--- src/rtl/card_seq_pkg.sv ---
// Package: shared register addresses, bit positions and data-phase states
// for the card transfer sequencing controller.
package card_seq_pkg;
    localparam logic ADDR_PHASE = 1'b0;
    localparam logic ADDR_SETUP = 1'b1;

    // PHASE register bits
    localparam int PH_CMD_GO   = 0;
    localparam int PH_RSP_GO   = 1;
    localparam int PH_DAT_GO   = 2;
    localparam int PH_DAT_TX   = 3;
    localparam int PH_WAIT_RSP = 4;
    localparam int PH_CRC_ERR  = 7;

    // SETUP register bits
    localparam int SU_ENABLE   = 0;
    localparam int SU_GAP_LO   = 1;
    localparam int GAP_W       = 2;
    localparam int SU_CMD_RST  = 5;
    localparam int SU_DAT_RST  = 6;
    localparam int SU_FORCE    = 7;

    typedef enum logic [1:0] {
        DS_IDLE,
        DS_WAIT_RSP,
        DS_DELAY,
        DS_RUN
    } dat_state_t;
endpackage

--- src/rtl/card_seq_regs.sv ---
// Module: card_seq_regs
// Holds the PHASE and SETUP registers. One-shot bits are set by firmware
// and cleared by completion events; a clear always beats a same-cycle
// write. Soft-reset bits last one cycle. Assumes clear inputs are already
// gated by the master enable.
module card_seq_regs
    import card_seq_pkg::*;
(
    input  logic             clk,
    input  logic             rst_n,
    input  logic             we,
    input  logic             addr,
    input  logic [7:0]       wdata,
    output logic [7:0]       rdata,
    input  logic             cmd_clr,
    input  logic             rsp_clr,
    input  logic             dat_clr,
    input  logic             crc_bad,
    output logic             cmd_go,
    output logic             rsp_go,
    output logic             dat_go,
    output logic             dat_tx,
    output logic             wait_rsp,
    output logic             crc_err,
    output logic             master_en,
    output logic [GAP_W-1:0] gap,
    output logic             cmd_rst,
    output logic             dat_rst,
    output logic             force_clk
);
    logic wr_phase;
    logic wr_setup;

    assign wr_phase = we && (addr == ADDR_PHASE);
    assign wr_setup = we && (addr == ADDR_SETUP);

    // Command and response one-shot bits: clear beats write
    always_ff @(posedge clk) begin
        if (!rst_n) begin
            cmd_go <= 1'b0;
            rsp_go <= 1'b0;
        end else begin
            if (cmd_clr || cmd_rst)
                cmd_go <= 1'b0;
            else if (wr_phase)
                cmd_go <= wdata[PH_CMD_GO];
            if (rsp_clr || cmd_rst)
                rsp_go <= 1'b0;
            else if (wr_phase)
                rsp_go <= wdata[PH_RSP_GO];
        end
    end

    // Data-phase controls: go bit clears on end or data reset
    always_ff @(posedge clk) begin
        if (!rst_n) begin
            dat_go   <= 1'b0;
            dat_tx   <= 1'b0;
            wait_rsp <= 1'b0;
        end else begin
            if (dat_clr || dat_rst)
                dat_go <= 1'b0;
            else if (wr_phase)
                dat_go <= wdata[PH_DAT_GO];
            if (wr_phase) begin
                dat_tx   <= wdata[PH_DAT_TX];
                wait_rsp <= wdata[PH_WAIT_RSP];
            end
        end
    end

    // CRC error flag: set by the data shifter, cleared by data reset
    always_ff @(posedge clk) begin
        if (!rst_n)
            crc_err <= 1'b0;
        else if (dat_rst)
            crc_err <= 1'b0;
        else if (crc_bad)
            crc_err <= 1'b1;
    end

    // SETUP register, with self-clearing reset bits
    always_ff @(posedge clk) begin
        if (!rst_n) begin
            master_en <= 1'b0;
            gap       <= '0;
            force_clk <= 1'b0;
            cmd_rst   <= 1'b0;
            dat_rst   <= 1'b0;
        end else begin
            if (wr_setup) begin
                master_en <= wdata[SU_ENABLE];
                gap       <= wdata[SU_GAP_LO +: GAP_W];
                force_clk <= wdata[SU_FORCE];
            end
            if (cmd_rst)
                cmd_rst <= 1'b0;
            else if (wr_setup)
                cmd_rst <= wdata[SU_CMD_RST];
            if (dat_rst)
                dat_rst <= 1'b0;
            else if (wr_setup)
                dat_rst <= wdata[SU_DAT_RST];
        end
    end

    // Read multiplexer
    always_comb begin
        rdata = 8'h00;
        if (addr == ADDR_PHASE) begin
            rdata[PH_CMD_GO]   = cmd_go;
            rdata[PH_RSP_GO]   = rsp_go;
            rdata[PH_DAT_GO]   = dat_go;
            rdata[PH_DAT_TX]   = dat_tx;
            rdata[PH_WAIT_RSP] = wait_rsp;
            rdata[PH_CRC_ERR]  = crc_err;
        end else begin
            rdata[SU_ENABLE]             = master_en;
            rdata[SU_GAP_LO +: GAP_W]    = gap;
            rdata[SU_CMD_RST]            = cmd_rst;
            rdata[SU_DAT_RST]            = dat_rst;
            rdata[SU_FORCE]              = force_clk;
        end
    end

    AST_CMD_RST_ONE_CYCLE: assert property (@(posedge clk) disable iff (!rst_n)
        cmd_rst |=> (!cmd_rst && !cmd_go && !rsp_go));
    AST_DAT_RST_ONE_CYCLE: assert property (@(posedge clk) disable iff (!rst_n)
        dat_rst |=> (!dat_rst && !dat_go && !crc_err));
    AST_CMD_CLEAR_WINS: assert property (@(posedge clk) disable iff (!rst_n)
        cmd_clr |=> !cmd_go);
    AST_DAT_CLEAR_WINS: assert property (@(posedge clk) disable iff (!rst_n)
        dat_clr |=> !dat_go);
endmodule

--- src/rtl/card_seq_clkgate.sv ---
// Module: card_seq_clkgate
// Divides the system clock into one tick per CLK_DIV cycles. It runs while
// enabled and either forced on or not held by flow control; while paused
// the phase counter keeps its value.
module card_seq_clkgate #(
    parameter int CLK_DIV = 4
) (
    input  logic clk,
    input  logic rst_n,
    input  logic enable,
    input  logic force_on,
    input  logic hold,
    output logic tick
);
    localparam int DIV_W = (CLK_DIV > 1) ? $clog2(CLK_DIV) : 1;
    localparam logic [DIV_W-1:0] LAST = DIV_W'(CLK_DIV - 1);

    logic             running;
    logic [DIV_W-1:0] phase;

    assign running = enable && (force_on || !hold);
    assign tick    = running && (phase == LAST);

    // Phase counter advances only while the clock runs
    always_ff @(posedge clk) begin
        if (!rst_n)
            phase <= '0;
        else if (running)
            phase <= (phase == LAST) ? '0 : phase + 1'b1;
    end

    AST_TICK_SPACED: assert property (@(posedge clk) disable iff (!rst_n)
        (CLK_DIV > 1 && tick) |=> !tick);
    AST_TICK_NEEDS_ENABLE: assert property (@(posedge clk) disable iff (!rst_n)
        !enable |-> !tick);
endmodule

--- src/rtl/card_seq_datfsm.sv ---
// Module: card_seq_datfsm
// Sequences the data phase: an optional wait for the response, then in the
// write direction a turnaround of GAP_BASE + GAP_STEP*gap card ticks, then
// run until the direction's end event. Frozen while not enabled; a data
// reset or a cleared go bit returns it to idle.
module card_seq_datfsm
    import card_seq_pkg::*;
#(
    parameter int GAP_BASE = 3,
    parameter int GAP_STEP = 2
) (
    input  logic             clk,
    input  logic             rst_n,
    input  logic             enable,
    input  logic             go,
    input  logic             tx,
    input  logic             wait_rsp,
    input  logic [GAP_W-1:0] gap,
    input  logic             abort,
    input  logic             rsp_evt,
    input  logic             rx_end,
    input  logic             tx_end,
    input  logic             tick,
    output logic             run,
    output logic             done
);
    localparam int GAP_MAX = GAP_BASE + GAP_STEP * ((1 << GAP_W) - 1);
    localparam int CNT_W   = $clog2(GAP_MAX + 1);

    dat_state_t       state;
    logic [CNT_W-1:0] remain;

    assign run  = enable && (state == DS_RUN);
    assign done = run && (tx ? tx_end : rx_end);

    // Data-phase state machine with turnaround counter
    always_ff @(posedge clk) begin
        if (!rst_n) begin
            state  <= DS_IDLE;
            remain <= '0;
        end else if (abort || !go) begin
            state  <= DS_IDLE;
        end else if (enable) begin
            case (state)
                DS_IDLE:
                    state <= wait_rsp ? DS_WAIT_RSP : DS_RUN;
                DS_WAIT_RSP:
                    if (rsp_evt) begin
                        if (tx) begin
                            state  <= DS_DELAY;
                            remain <= CNT_W'(GAP_BASE) + CNT_W'(GAP_STEP) * CNT_W'(gap);
                        end else begin
                            state <= DS_RUN;
                        end
                    end
                DS_DELAY:
                    if (tick) begin
                        if (remain <= CNT_W'(1))
                            state <= DS_RUN;
                        else
                            remain <= remain - 1'b1;
                    end
                DS_RUN:
                    if (done)
                        state <= DS_IDLE;
                default:
                    state <= DS_IDLE;
            endcase
        end
    end

    AST_GAP_IN_RANGE: assert property (@(posedge clk) disable iff (!rst_n)
        (state == DS_DELAY) |-> (remain != '0 && remain <= CNT_W'(GAP_MAX)));
    AST_RUN_LEAVES_WITHOUT_GO: assert property (@(posedge clk) disable iff (!rst_n)
        (state == DS_RUN && !go) |=> (state == DS_IDLE));
endmodule

--- src/rtl/card_seq_ctrl.sv ---
// Module: card_seq_ctrl (top)
// Control-register and sequencing core of a card host interface. Ties the
// register file, the data-phase sequencer and the card clock divider
// together, and gates every handshake with the master enable.
// Assumes completion inputs are single-cycle pulses in the system clock.
module card_seq_ctrl
    import card_seq_pkg::*;
#(
    parameter int CLK_DIV  = 4,
    parameter int GAP_BASE = 3,
    parameter int GAP_STEP = 2
) (
    input  logic       clk,
    input  logic       rst_n,
    input  logic       reg_we,
    input  logic       reg_addr,
    input  logic [7:0] reg_wdata,
    output logic [7:0] reg_rdata,
    input  logic       cmd_sent,
    input  logic       rsp_done,
    input  logic       rx_crc_done,
    input  logic       tx_busy_done,
    input  logic       dat_crc_bad,
    input  logic       flow_hold,
    output logic       cmd_start,
    output logic       rsp_arm,
    output logic       dat_run,
    output logic       cmd_ctl_rst,
    output logic       dat_ctl_rst,
    output logic       card_tick
);
    logic             cmd_go, rsp_go, dat_go, dat_tx, wait_rsp, crc_err;
    logic             master_en, force_clk, cmd_rst, dat_rst;
    logic [GAP_W-1:0] gap;
    logic             cmd_clr, rsp_clr, dat_clr, crc_bad_en;

    // Completion events count only while the controller is enabled
    assign cmd_clr    = master_en && cmd_sent;
    assign rsp_clr    = master_en && rsp_done;
    assign crc_bad_en = master_en && dat_crc_bad;

    assign cmd_start   = master_en && cmd_go;
    assign rsp_arm     = master_en && rsp_go;
    assign cmd_ctl_rst = cmd_rst;
    assign dat_ctl_rst = dat_rst;

    card_seq_regs i_regs (
        .clk       (clk),
        .rst_n     (rst_n),
        .we        (reg_we),
        .addr      (reg_addr),
        .wdata     (reg_wdata),
        .rdata     (reg_rdata),
        .cmd_clr   (cmd_clr),
        .rsp_clr   (rsp_clr),
        .dat_clr   (dat_clr),
        .crc_bad   (crc_bad_en),
        .cmd_go    (cmd_go),
        .rsp_go    (rsp_go),
        .dat_go    (dat_go),
        .dat_tx    (dat_tx),
        .wait_rsp  (wait_rsp),
        .crc_err   (crc_err),
        .master_en (master_en),
        .gap       (gap),
        .cmd_rst   (cmd_rst),
        .dat_rst   (dat_rst),
        .force_clk (force_clk)
    );

    card_seq_datfsm #(
        .GAP_BASE (GAP_BASE),
        .GAP_STEP (GAP_STEP)
    ) i_datfsm (
        .clk      (clk),
        .rst_n    (rst_n),
        .enable   (master_en),
        .go       (dat_go),
        .tx       (dat_tx),
        .wait_rsp (wait_rsp),
        .gap      (gap),
        .abort    (dat_rst),
        .rsp_evt  (rsp_clr),
        .rx_end   (rx_crc_done),
        .tx_end   (tx_busy_done),
        .tick     (card_tick),
        .run      (dat_run),
        .done     (dat_clr)
    );

    card_seq_clkgate #(
        .CLK_DIV (CLK_DIV)
    ) i_clkgate (
        .clk      (clk),
        .rst_n    (rst_n),
        .enable   (master_en),
        .force_on (force_clk),
        .hold     (flow_hold),
        .tick     (card_tick)
    );

    AST_FROZEN_KEEPS_CMD: assert property (@(posedge clk) disable iff (!rst_n)
        (!master_en && !reg_we && !cmd_rst) |=> $stable(cmd_go));
    AST_FROZEN_NO_RUN: assert property (@(posedge clk) disable iff (!rst_n)
        !master_en |-> (!dat_run && !cmd_start && !rsp_arm));
    AST_CRC_FLAG_STICKY: assert property (@(posedge clk) disable iff (!rst_n)
        (crc_err && !dat_rst) |=> crc_err);
endmodule

--- config.mk ---
export PLATFORM = sky130hd
export DESIGN_NAME = card_seq_ctrl
export DESIGN_NICKNAME = d
export VERILOG_FILES = /design/src/rtl/card_seq_pkg.sv /design/src/rtl/card_seq_regs.sv /design/src/rtl/card_seq_clkgate.sv /design/src/rtl/card_seq_datfsm.sv /design/src/rtl/card_seq_ctrl.sv
export SDC_FILE = /design/constraint.sdc
export NUM_CORES = 1
export LEC_CHECK = 0
export ABC_CLOCK_PERIOD_IN_PS = 2490
export CAP_MARGIN = 20
export CORE_ASPECT_RATIO = 0.75
export CORE_MARGIN = 8
export CORE_UTILIZATION = 39
export DETAILED_ROUTE_END_ITERATION = 10
export DONT_BUFFER_PORTS = 1
export GPL_TIMING_DRIVEN = 0
export PLACE_DENSITY_LB_ADDON = 0.15
export RECOVER_POWER = 25
export SLEW_MARGIN = 20
export SYNTH_ARGS = -nofsm -noshare
export SYNTH_HDL_FRONTEND = slang
export SYNTH_SLANG_ARGS = --single-unit
--- constraint.sdc ---
create_clock -name clk -period 2.49 [get_ports clk]
set_clock_uncertainty 0.15 [all_clocks]
set_input_delay 0.1245 -clock clk [delete_from_list [all_inputs] [get_ports clk]]
set_output_delay 0.1245 -clock clk [all_outputs]
set_load 0.02 [all_outputs]
## Word level (Yosys, flattened, before mapping)

Cells that the tools add are included.
Widths: inputs -> output; s select.

- Bits in registers: 20
- Input bits: 18
- Output and inout bits: 14
- Logic and storage cells: 79

- Add/subtract/negate cells: 3
- Order comparisons: 1
- Equality and inequality tests: 10
- Mux-type cells: 18
- Bitwise gates (word level): 4
- Reductions and logical operators: 29

Operator list:

| operator | number |
|---|---|
| $mux 2 | 8 |
| $mux 4 | 4 |
| $logic_and 1x1->1 | 11 |
| $ne 2x2->1 const B | 5 |
| $reduce_or 2->1 | 5 |
| $pmux 2 s4 | 1 |
| $pmux 4 s2 | 1 |
| $reduce_and 7->1 | 1 |
| $eq 2x2->1 const B | 3 |
| $reduce_or 3->1 | 2 |
| $logic_or 1x1->1 | 5 |
| $reduce_and 5->1 | 1 |
| $add 2x3->4 const A | 1 |
| $le 4x1->1 const B | 1 |
| $not 1->1 | 4 |
| $sub 4x1->4 const B | 1 |
| $mux 1 | 3 |
| $mux 3 | 1 |
| $add 2x1->2 const B | 1 |
| $eq 2x1->1 const B | 1 |
| $logic_not 1->1 | 2 |
| $logic_not 2->1 | 1 |
| $ne 2x1->1 const B | 1 |
| $reduce_bool 2->1 | 1 |

## Longest topological paths before layout

- Depth in word-level cells: 6
- Mapped depth: 8
- Depth with buffers taken out: 7

## Modules after synthesis

Synthesis repeated with hierarchy kept, for this count alone.

- Cell total of the unflattened synthesis: 138
- Area total of the unflattened synthesis: 1221.2 sq um

Modules (own cells, without submodules):

| module | instances | cells an instance | area each (sq um) | sequential area each (sq um) |
|---|---|---|---|---|
| card_seq_datfsm | 1 | 65 | 549.3 | 120.1 |
| card_seq_regs | 1 | 54 | 529.3 | 240.2 |
| card_seq_clkgate | 1 | 14 | 111.4 | 40.0 |
| card_seq_ctrl | 1 | 5 | 31.3 | 0.0 |

## Worst setup path before layout

Ideal clock, no wire load.

- Path kind: register -> register
- Start: reg i_datfsm.state[0]
- End: reg i_datfsm.remain[1]
- Library setup time: 128 ps
- Data arrival time: 1525 ps
- Required time: 2212 ps
- Setup slack: 687 ps
- Cell stages (with the launch flop): 9
- Buffers on the path: 1
- Cells stage by stage: dfxtp_1 inv_1 ha_1 buf_2 mux2_2 nand3b_1 a211o_1 mux2i_1 nor2_1

- Word-level cells in the longest chain between the ends: 3

RTL lines:

| item | line | source |
|---|---|---|
| start, declared | card_seq_datfsm.sv:30 | `dat_state_t state;` |
| start signal, assigned | card_seq_datfsm.sv:46 | `state <= wait_rsp ? DS_WAIT_RSP : DS_RUN;` |
| $eq 2x2->1 or $eq 2x1->1 (tied branches) | card_seq_datfsm.sv:44 | `case (state)` |
| $ne 2x2->1 (no line) or $reduce_bool 2->1 (tied branches) | n/a |  |
| $reduce_and 7->1 (no line) | n/a |  |
| end signal, assigned | card_seq_datfsm.sv:51 | `remain <= CNT_W'(GAP_BASE) + CNT_W'(GAP_STEP) * CNT_W'(gap);` |
| end signal, assigned | card_seq_datfsm.sv:61 | `remain <= remain - 1'b1;` |
| end, declared | card_seq_datfsm.sv:31 | `logic [CNT_W-1:0] remain;` |

Parallel ways exist; a longest one is shown, timed or not.
A chain may end at the register's enable or synchronous reset.

## Final worst setup path

Same ends and word-level chain as after synthesis.

==> impl_metrics.yaml <==
synthesis:
  ys.warnings.count: 0
  yosys.area_share.xor_xnor: 0
  post_synth_instance_area_um2: 1130
  synth_top_area_share: 0.353
  postSynthRegisterBits: 20
  syn-instance-count: 135
  synth_top_family_by_area: "simple AND/OR/NAND/NOR gates"
  post_synth_fa_ha_maj_area_fraction: 0.0882
  synth.distinct_cells: 25
  synth.avg_cell_area_um2: 8.41
  synth_seq_area_share: 0.353
  synth.net_count: 161
  synth-edff-count: 0
  synth_async_sr_flop_share: 0
  synth-compound-area-share: 0.131
  synth_simple_gate_area_frac: 0.236
  synth_area_leader_cell: "sky130_fd_sc_hd__dfxtp_1"
  muxShareOfSynthArea: 0.138
  ys.flop_type: "sky130_fd_sc_hd__dfxtp_1"
  ys_top_cells_by_area: "sky130_fd_sc_hd__dfxtp_1 35%, sky130_fd_sc_hd__ha_1 8.8%, sky130_fd_sc_hd__mux2i_1 8.8%"
grt:
  maximum_number_of_pins_on_one_net_before_global_route_repair: 13
  groute.usage.overall: 0.127
  wire_length_of_the_first_global_routing_pass_mm: 5.04
  grt_ovf: 0
  grt_antenna_before_repair: 0
  grt_pass1_vias: 1085
place:
  dpl.cell_count: 173
  standard_cell_area_after_detailed_placement_um2: 1180
  hpwlAfterDp_mm: 2.14
  place_congestion: 0.860
  port-buffer-count: 0
setup_path:
  worstPathCellList: "inv_1, ha_1, buf_2, mux2_2, nand3b_1, a211o_1, mux2i_1, nor2_1"
  worst-setup-path-type: "flip-flop to flip-flop"
  crit_buf_inv: 2
  worstSetupStartpointType: "flip-flop"
  timing.critical_path.required_ns: 2.49
  slowest_delay_ns: 0.41
  path_delay_family: "multiplexers"
  worst_setup_path_end_kind: "flip-flop"
  cp_data_arrival_time_ns: 2.02
  worst-path-max-fanout: 8
  slowest_stage: "sky130_fd_sc_hd__dfxtp_1"
  flop_to_flop_setup_slack_ns: 0.46
flow_run:
  maxCapViolCount: 0
floorplan:
  floorplan.core_area_um2: 2850
  die_height_um: 62.7
  floorplan.initialDensity: 0.398
  io_pins: 32
  floorplan.die.width_um: 78.3
  num_rows: 17
  fp.dieArea_um2: 4910
timing:
  layout_worst_path_cycle_share: 0.815
  slew_headroom: 0.674
  fin_tns_setup_ns: 0
  report.final.hold_viol_count: 0
  setup_viol: 0
  drv_slew: 0
  tightest_slew_ns: 0.490
  unrepaired_setup_endpoints_after_global_routing: "no"
  achievable-frequency_ghz: 0.493
  finalCriticalPeriod_ns: 2.03
status:
  run_status: "finished, final reports clean"
layout:
  post_layout_nonfiller_instances: 194
  mostFrequentLayoutCell: "sky130_fd_sc_hd__dfxtp_1"
  finish.net_count: 183
  final_cell_mix: "20 x sky130_fd_sc_hd__dfxtp_1, 17 x sky130_fd_sc_hd__dlygate4sd3_1, 13 x sky130_fd_sc_hd__nor2_1"
  filler_cells_inserted: 287
  n_antenna_cell: 0
  share_of_post_route_cells_with_drive_strength_above_1: 0.0513
  area_growth_pct: 25.5
  final_util: 0.500
  final_cell_area_um2: 1420
drt:
  route.met2.wl_mm: 1.41
  routed_wire_length_per_instance_um: 15.2
  drtIter0Drc: 28
  top_signal_layer_used: "met4"
  dr_total_vias: 998
  route.final.wire_length_mm: 2.94
  route.detailed.drc: 0
  met3_wirelength_um: 188
  ant_nets: 0
  routed_met1_length_mm: 1.29
  drt_pre_antenna_iters: 4
  viasPerCell: 5.14
power:
  cell_leakage_power_nw: 0.592
  vdd_ir_drop_max_mv: 0.369
  power_per_cell_area_nw_per_um2: 532
clocking:
  clkLatencyLatePin_ns: 0.27
  number_of_buffers_added_by_the_clock_tree_synthesis_step: 3
  clock_tree.root_cell: "sky130_fd_sc_hd__clkbuf_8"
  cts_tree: "done"
  cts_buffer_depth: 2
  cts_setup_buffers: 0
  cts_num_sinks: 20
  post_cts_resize_count: 0
  clk_pin_slew_ns: 0.08
  cts_max_level: 1
worst_hold_path:
  path_category_of_the_worst_min_delay_check: "primary input to flip-flop"
what timing repair did:
action | in CTS | in global routing
hold buffers | 17 | 0
hold endpoints to repair | 17 | 0
setup endpoints to repair | 0 | 0
cell usage after synthesis, types with 2 or more instances:
cell / number
sky130_fd_sc_hd__a211oi_1: 4
sky130_fd_sc_hd__a21oi_1: 11
sky130_fd_sc_hd__and2_1: 5
sky130_fd_sc_hd__clkbuf_1: 6
sky130_fd_sc_hd__dfxtp_1: 20
sky130_fd_sc_hd__ha_1: 8
sky130_fd_sc_hd__inv_1: 9
sky130_fd_sc_hd__mux2_2: 5
sky130_fd_sc_hd__mux2i_1: 10
sky130_fd_sc_hd__nand2_1: 11
sky130_fd_sc_hd__nand2b_1: 4
sky130_fd_sc_hd__nand3_1: 7
sky130_fd_sc_hd__nand3b_1: 3
sky130_fd_sc_hd__nor2_1: 13
sky130_fd_sc_hd__nor2b_1: 4
sky130_fd_sc_hd__nor3_1: 4
sky130_fd_sc_hd__o32ai_1: 2
sky130_fd_sc_hd__or3_1: 2
power breakdown:
group	switching, mW	leakage [nW]	internal (mW)
registers	0.00959	0.162	0.329
clock network	0.124	0.0357	0.215
logic	0.0432	0.394	0.0373
total	0.176	0.592	0.581
flip-flops by register name (all words and copies together) (netlist names):
name and flops:
i_regs.dat_go 1, i_clkgate.phase 2, i_datfsm.remain 4, i_regs.force_clk 1, i_datfsm.state 2, i_regs.dat_rst 1
i_regs.wait_rsp 1, i_regs.cmd_go 1, i_regs.dat_tx 1, i_regs.crc_err 1, i_regs.gap 2, i_regs.rsp_go 1
i_regs.cmd_rst 1, i_regs.master_en 1
through the flow:
stage	setup slack [ns]	power, mW	hold slack [ns]
6_report	0.461	0.758	0.0530
3_3_place_gp	0.516	0.403	0.0818
4_1_cts	0.453	0.758	0.0627
2_1_floorplan	0.687	0.391	0.0764
5_1_grt	0.321	0.787	0.0917
3_5_place_dp	0.471	0.404	0.0888
area by class of cell:
| class | count | area [µm²] | share of cell area |
|---|---|---|---|
| Multi-Input combinational cell | 99 | 673 | 0.473 |
| Sequential cell | 20 | 400 | 0.281 |
| Timing Repair Buffer | 17 | 170 | 0.120 |
| Tap cell | 38 | 47.5 | 0.0334 |
| Clock buffer | 3 | 41.3 | 0.0290 |
| Inverter | 9 | 33.8 | 0.0237 |
| Clock inverter | 1 | 30.0 | 0.0211 |
| Buffer | 7 | 27.5 | 0.0193 |
per-layer routing:
layer	global-route usage	up-vias
li1	-	504
met1	0.136	459
met2	0.215	28
met3	0.0546	7
met4	0.0484	0
met5	0	-
kinds of logic (layout without fill, tap and decap cells):
logic type / after synthesis / in the layout
adder cells (fa/ha/maj): 8 / 8
multiplexers: 15 / 15
AND/OR/NAND/NOR: 54 / 54
buffers and inverters: 16 / 37
AO/OA/AOI/OAI: 22 / 22
flip-flops: 20 / 20
worst register-to-register path, stage by stage (launching register included):
cell and delay [ns]:
sky130_fd_sc_hd__dfxtp_1 0.41, sky130_fd_sc_hd__inv_1 0.09, sky130_fd_sc_hd__ha_1 0.19, sky130_fd_sc_hd__buf_2 0.18, sky130_fd_sc_hd__mux2_2 0.27, sky130_fd_sc_hd__nand3b_1 0.09, sky130_fd_sc_hd__a211o_1 0.25, sky130_fd_sc_hd__mux2i_1 0.22
sky130_fd_sc_hd__nor2_1 0.05
final timing paths:
check / startpoint / end / depth (start not counted)
worst min register to register: i_regs.crc_err / i_regs.crc_err / 2
worst max-delay path: i_datfsm.state[0] / i_datfsm.remain[1] / 8
worst min-delay path: rx_crc_done / i_regs.dat_go / 3
worst max register to register: i_datfsm.state[0] / i_datfsm.remain[1] / 8
Power figures use the tool's default switching activity.
